===== src/rtl/swact_pkg.sv =====
package swact_pkg;
  localparam int VEC_W     = 7;
  localparam int DATA_W    = 8;
  localparam int VADDR_W   = 16;
  localparam logic [VADDR_W-1:0] VEC_BASE = 16'h0400;
  localparam logic [DATA_W-1:0]  STOP_INIT = 8'h3F;
  localparam int STOP_BIT  = 6;

  typedef struct packed {
    logic             en;
    logic [VEC_W-1:0] vec;
  } launch_reg_t;
endpackage


===== src/rtl/swact_rst_sync.sv =====
module swact_rst_sync #(
  parameter int STAGES = 2
) (
  input  logic clk,
  input  logic rst_n,
  output logic rst_n_sync
);
  logic [STAGES-1:0] chain_q;

  always_ff @(posedge clk or negedge rst_n) begin
    if (!rst_n) chain_q <= '0;
    else        chain_q <= {chain_q[STAGES-2:0], 1'b1};
  end

  assign rst_n_sync = chain_q[STAGES-1];
endmodule


===== src/rtl/swact_launch.sv =====
module swact_launch
  import swact_pkg::*;
(
  input  logic               clk,
  input  logic               rst_n,
  input  logic               wr_en,
  input  logic [VEC_W:0]     wdata,
  input  logic               xfer_active,
  input  logic               xfer_done,
  input  logic               cnt_zero,
  input  logic               dis_sel,
  output launch_reg_t        reg_q,
  output logic               act_req,
  output logic [VADDR_W-1:0] act_vaddr,
  output logic               swend_irq
);
  launch_reg_t reg_d;
  logic        irq_d, req_d, dis_q, dis_fall;

  assign dis_fall = dis_q & ~dis_sel;

  always_comb begin
    reg_d = reg_q;
    irq_d = swend_irq;
    if (dis_fall && swend_irq) begin
      irq_d  = 1'b0;
      reg_d.en = 1'b0;
    end
    if (xfer_done) begin
      if (dis_sel || cnt_zero) irq_d    = 1'b1;
      else                     reg_d.en = 1'b0;
    end
    if (wr_en) begin
      reg_d.en  = wdata[VEC_W];
      reg_d.vec = wdata[VEC_W-1:0];
    end
    req_d = wr_en & wdata[VEC_W] & ~xfer_active;
  end

  always_ff @(posedge clk or negedge rst_n) begin
    if (!rst_n) begin
      reg_q     <= '0;
      swend_irq <= 1'b0;
      act_req   <= 1'b0;
      dis_q     <= 1'b0;
    end else begin
      reg_q     <= reg_d;
      swend_irq <= irq_d;
      act_req   <= req_d;
      dis_q     <= dis_sel;
    end
  end

  assign act_vaddr = VEC_BASE + VADDR_W'({reg_q.vec, 1'b0});
endmodule


===== src/rtl/swact_mstop.sv =====
module swact_mstop
  import swact_pkg::*;
(
  input  logic              clk,
  input  logic              rst_n,
  input  logic              hw_standby,
  input  logic              wr_en,
  input  logic [DATA_W-1:0] wdata,
  input  logic              engine_busy,
  input  logic              bus_cycle_end,
  output logic [DATA_W-1:0] stop_q,
  output logic              mod_stop
);
  logic [DATA_W-1:0] stop_d;
  logic              mod_d;

  always_comb begin
    stop_d = stop_q;
    if (hw_standby) begin
      stop_d = STOP_INIT;
    end else if (wr_en) begin
      stop_d = wdata;
      if (engine_busy) stop_d[STOP_BIT] = wdata[STOP_BIT] & stop_q[STOP_BIT];
    end
    mod_d = stop_q[STOP_BIT] & (mod_stop | bus_cycle_end);
  end

  always_ff @(posedge clk or negedge rst_n) begin
    if (!rst_n) begin
      stop_q   <= STOP_INIT;
      mod_stop <= 1'b0;
    end else begin
      stop_q   <= stop_d;
      mod_stop <= mod_d;
    end
  end
endmodule


===== src/rtl/swact_ctrl.sv =====
module swact_ctrl
  import swact_pkg::*;
#(
  parameter int ADDR_W    = 4,
  parameter int LAUNCH_AD = 0,
  parameter int STOP_AD   = 1
) (
  input  logic               clk,
  input  logic               rst_n,
  input  logic               hw_standby,
  input  logic               bus_wr,
  input  logic [ADDR_W-1:0]  bus_addr,
  input  logic [DATA_W-1:0]  bus_wdata,
  output logic [DATA_W-1:0]  bus_rdata,
  input  logic               xfer_active,
  input  logic               xfer_done,
  input  logic               cnt_zero,
  input  logic               dis_sel,
  input  logic               engine_busy,
  input  logic               bus_cycle_end,
  output logic               act_req,
  output logic [VADDR_W-1:0] act_vaddr,
  output logic               swend_irq,
  output logic [DATA_W-1:0]  stop_vec,
  output logic               mod_stop
);
  logic        rst_n_int, sel_launch, sel_stop;
  launch_reg_t launch_q;

  assign sel_launch = (bus_addr == ADDR_W'(LAUNCH_AD));
  assign sel_stop   = (bus_addr == ADDR_W'(STOP_AD));

  swact_rst_sync #(.STAGES(2)) u_rst (
    .clk(clk), .rst_n(rst_n), .rst_n_sync(rst_n_int)
  );

  swact_launch u_launch (
    .clk(clk), .rst_n(rst_n_int), .wr_en(bus_wr & sel_launch),
    .wdata(bus_wdata), .xfer_active(xfer_active), .xfer_done(xfer_done),
    .cnt_zero(cnt_zero), .dis_sel(dis_sel), .reg_q(launch_q),
    .act_req(act_req), .act_vaddr(act_vaddr), .swend_irq(swend_irq)
  );

  swact_mstop u_mstop (
    .clk(clk), .rst_n(rst_n_int), .hw_standby(hw_standby),
    .wr_en(bus_wr & sel_stop), .wdata(bus_wdata), .engine_busy(engine_busy),
    .bus_cycle_end(bus_cycle_end), .stop_q(stop_vec), .mod_stop(mod_stop)
  );

  always_comb begin
    bus_rdata = '0;
    if (sel_launch)    bus_rdata = launch_q;
    else if (sel_stop) bus_rdata = stop_vec;
  end
endmodule


===== config.mk =====
export PLATFORM = sky130hd
export DESIGN_NAME = swact_ctrl
export DESIGN_NICKNAME = d
export VERILOG_FILES = /design/src/rtl/swact_pkg.sv /design/src/rtl/swact_rst_sync.sv /design/src/rtl/swact_launch.sv /design/src/rtl/swact_mstop.sv /design/src/rtl/swact_ctrl.sv
export SDC_FILE = /design/constraint.sdc
export NUM_CORES = 1
export LEC_CHECK = 0
export BUFFER_PORTS_ARGS = -buffer_cell sky130_fd_sc_hd__buf_2
export CORE_UTILIZATION = 40
export DETAILED_ROUTE_END_ITERATION = 12
export GPL_TIMING_DRIVEN = 0
export PLACE_DENSITY = 0.71
export REMOVE_ABC_BUFFERS = 1
export SLEW_MARGIN = 20
export SYNTH_ARGS = -nofsm -noshare
export SYNTH_HDL_FRONTEND = slang
export SYNTH_SLANG_ARGS = --single-unit
export TNS_END_PERCENT = 10

===== constraint.sdc =====
create_clock -name clk -period 1.2 [get_ports clk]
set_input_delay 0.12 -clock clk [delete_from_list [all_inputs] [get_ports clk]]
set_output_delay 0.12 -clock clk [all_outputs]
set_load 0.005 [all_outputs]

# Word-level counts from Yosys, hierarchy flattened
# Cells that the tools add are included.
# totals
register_bits,22
inputBits,22
output_inout_bits,35
wordCells,36
# op_classes
addsub,1
eq_ne,1
muxes,12
bitwise_logic,10
n_reduce_logical,4
# op_table
cell,n
$mux 8,5
$add 11x8->12 const A,1
$and 1x1->1,7
$mux 1,7
$eq 4x1->1 const B,1
$logic_not 4->1,1
$not 1->1,2
$reduce_bool 2->1,1
$logic_and 1x1->1,1
$logic_or 1x1->1,1
$or 1x1->1,1

# Longest topological paths before layout
# depth
ltp_word,7
mapped_depth,4
ltp_nobuf,3

# Hierarchy
# From an unflattened synthesis, not the netlist that was laid out.
# unflattened
hier_cells,104
hier_area_um2,1176.1
# modules_own_cells
module,n_inst,cells_per_inst,area_each_um2,seq_area_each_um2
swact_launch,1,48,573.0,275.3
swact_mstop,1,31,396.6,232.7
swact_ctrl,1,22,152.6,0.0
swact_rst_sync,1,3,53.8,50.0

# Least setup slack after synthesis
# Ideal clock, no wire load.
# synth_path
kind,input -> register
startpoint,input port bus_addr[1]
endpoint,register u_launch.reg_q[0] (netlist bit)
setup_ps,125
arrival_time_ps,1037
required_ps,1075
path_slack_ps,38
cell_stages,4
n_path_buf,1
cell_sequence,nor4b_4 > and2b_1 > buf_6 > mux2_2
# synth_between
elab_chain_len,2
# synth_rtl
element,line_no,rtl
"start, declared",swact_ctrl.sv:12,"input logic [ADDR_W-1:0] bus_addr,"
$logic_not 4->1,swact_ctrl.sv:30,assign sel_launch = (bus_addr == ADDR_W'(LAUNCH_AD));
$and 1x1->1,swact_ctrl.sv:38,".clk(clk), .rst_n(rst_n_int), .wr_en(bus_wr & sel_launch),"
"end signal, assigned",swact_launch.sv:47,reg_q <= reg_d;
"end, declared",swact_launch.sv:12,"output launch_reg_t reg_q,"
# No other way between the ends.
# A chain may end at the register's enable or synchronous reset.

# Worst setup path after layout
# layout_path
startpoint,register u_mstop.stop_q[0]
endpoint,output port bus_rdata[0]
# layout_between
elab_chain_len,2
# layout_rtl
element,line_no,rtl
"start, declared",swact_mstop.sv:11,"output logic [DATA_W-1:0] stop_q,"
"start signal, assigned",swact_mstop.sv:33,stop_q <= stop_d;
$mux 8,swact_ctrl.sv:53,else if (sel_stop) bus_rdata = stop_vec;
$mux 8,swact_ctrl.sv:52,if (sel_launch) bus_rdata = launch_q;
"end, declared",swact_ctrl.sv:14,"output logic [DATA_W-1:0] bus_rdata,"
# No other way between the ends.

==> results.txt <==
Synth cell count leaders - buf_4, dfrtp_1, mux2i_1, nor2_1, mux2_2
LEAKAGE - 0.733 nW
First-pass GRT wire length - 3.59 mm
Max Root-Sink Buffers - 2
Final worst setup slack - -0.108 ns
Startpoint types - flop
Avg WL per Cell - 12.5 um
Cells after synthesis - 104
Post-DRT Antenna Nets - 0
Die Area - 3180 um2
Post-place setup slack - -0.726 ns
Hold Crit Class - in -> reg
Placed Instance Area - 1320 um2
Final Max Tran Viols - 0
Drt first pass iters - 4
Yosys cell types - 32
Clk sinks - 22
CTS resizes - 0
Sequential share of the synthesized area - 47.1%
Layout Nets - 167
Outcome - finished, violations left
Unrepaired setup endpoints after global routing - yes
Hold Violations, Final - 0
# setup viols final - 6
Layout area overhead - 16.8%
Arr. time, crit path - 1.19 ns
EDFF count, synth - 0
Post-Route WL - 2.19 mm
Die W - 56.4 um
Max_slew headroom - 46.6%
Via/cell ratio - 4.98
Area of the core - 2780 um2
Post-route DRC - 0
Crit path max fanout - 3
Reg area - 558 um2
Crit end category - output pin
Area of the multi-input gates - 475 um2
Avg Inst Size Synth - 11.4 um2
TritonCTS buffer count - 3
Slew @ Worst Pin - 0.801 ns
Row cnt - 19
Vias in the first global route - 815
Placed cells - 168
Hpwl dp - 1.63 mm
First DRT Iteration DRCs - 13
Grt total ovfl - 0
Worst-path clk slew - 0.12 ns
FF+latch count, synth - 22
Fillers - 265
Primary FF master, synth - dfrtp_1
Die Y - 56.4 um
Req. time, crit path - 1.08 ns
CTS tree - built
Via count - 872
Mapped cell area - 1180 um2
Synth top area share - 33.8%
Tcrit/Tclk final - 109%
Worst-Skew Late Latency - 0.31 ns
Fin cells - 175
Largest area contributor in the synthesized netlist - dfrtp_1
Max-cap violations - 0
Largest net degree at the start of global routing - 22
Num ports - 57
Port Buffers - 47
Initial antenna violation count - 0
# diodes - 0
Maximum VDD drop - 0.000819 V
Asr flop ratio synth - 100%
Synth top area cells - dfrtp_1, dfstp_2, buf_4
Gr usage total - 14.6%
Worst Skew - 0.00591 ns
Design area - 1380 um2
Share of cells above drive strength 1 - 49.3%
Initial core utilization - 42.6%
GP Congestion - 0.696
Post-layout util - 49.7%
Syn. warnings - 0
H-tree levels - 1
PD cells - 1120 nW/um2
Highest Clock Rate - 765 MHz
Critical path class - reg -> out
Violated checks - negative setup slack
Clock Root Buffer - clkbuf_4
Minimum clock period - 1.31 ns
-- timing repair --
action | in CTS | in global routing
hold endpoints to repair | 3 | 0
setup endpoints to repair | 15 | 8
hold buffers | 2 | 0
pin swaps | 1 | 0
setup buffers | 1 | 0
-- path summary, 6_finish.rpt --
path / startpoint / end / slack, ns / cells past startpoint
worst max-delay path: u_mstop.stop_q[0]$_DFFE_PN1P_ / bus_rdata[0] / -0.11 / 3
worst min-delay path: cnt_zero / u_launch.swend_irq$_DFF_PN0_ / 0.02 / 3
worst max register to register: u_rst.chain_q[1]$_DFF_PN0_ / u_mstop.stop_q[6]$_DFFE_PN0P_ / 0.36 / 0
worst min register to register: u_rst.chain_q[1]$_DFF_PN0_ / u_launch.reg_q[4]$_DFFE_PN0P_ / 0.34 / 0
max in group asynchronous: u_rst.chain_q[1]$_DFF_PN0_ / u_mstop.stop_q[6]$_DFFE_PN0P_ / 0.36 / 0
min in group asynchronous: rst_n / u_rst.chain_q[1]$_DFF_PN0_ / 0.10 / 2
-- sequential cells by signal (all words and copies together), names as in the netlist --
register            count
u_launch.act_req        1
u_launch.dis_q          1
u_mstop.stop_q          8
u_launch.reg_q          8
u_rst.chain_q           2
u_mstop.mod_stop        1
u_launch.swend_irq      1
-- cell families (layout without fill, tap and decap cells) --
kind of cell | after synthesis | after routing | synth area share (%)
mux | 15 | 15 | 13.4
flops | 22 | 22 | 47.1
other cells | 2 | 10 | 0.634
simple gates | 26 | 26 | 14.0
compound gates | 14 | 14 | 9.62
buf+inv | 25 | 57 | 15.2
-- per-layer routing --
layer	vias up	GRT usage [%]	part of all wire [%]
met4	0	3.83	0.73
li1	411	-	-
met2	42	26.0	51
met5	-	0	0
met3	2	5.53	7.0
met1	417	16.3	41
-- stage by stage --
step	hold slack [ns]	setup TNS (ns)	total power [mW]
3_3_place_gp	-0.0952	-8.30	1.15
4_1_cts	0.00367	-0.517	1.57
6_report	0.0155	-0.430	1.55
3_5_place_dp	-0.0949	-8.08	1.16
5_1_grt	0.0127	-0.897	1.64
2_1_floorplan	-0.176	-2.07	1.01
-- cells in the final DEF, fill, tap and decap left out, types with 2 or more instances in the layout --
master,count
nor2_1,8
and3_1,4
nand2b_1,2
and3_2,2
dlygate4sd3_1,2
inv_1,3
conb_1,10
dfrtp_1,16
mux2i_1,8
clkbuf_4,3
dfstp_2,6
nand2_1,2
mux2_2,7
a21oi_1,2
a211o_1,6
buf_2,47
nand3_1,2
-- final cells by class --
type	count	area share, %
Sequential cell	22	40.4
Timing Repair Buffer	50	19.0
Multi-Input combinational cell	65	34.4
Tap cell	31	2.81
Inverter	3	0.814
Clock buffer	4	2.62
-- critical path, stage by stage (launching register included) --
cell     delay, ns
dfstp_2       0.56
mux2i_1       0.07
nor2_1        0.12
buf_2         0.13
-- report_power, final --
| part | internal, mW | switching (mW) |
|---|---|---|
| Clock | 0.185 | 0.218 |
| Sequential | 0.815 | 0.0602 |
| Combinational | 0.155 | 0.118 |
| Total | 1.16 | 0.397 |
(Power assumes the default switching activity.)
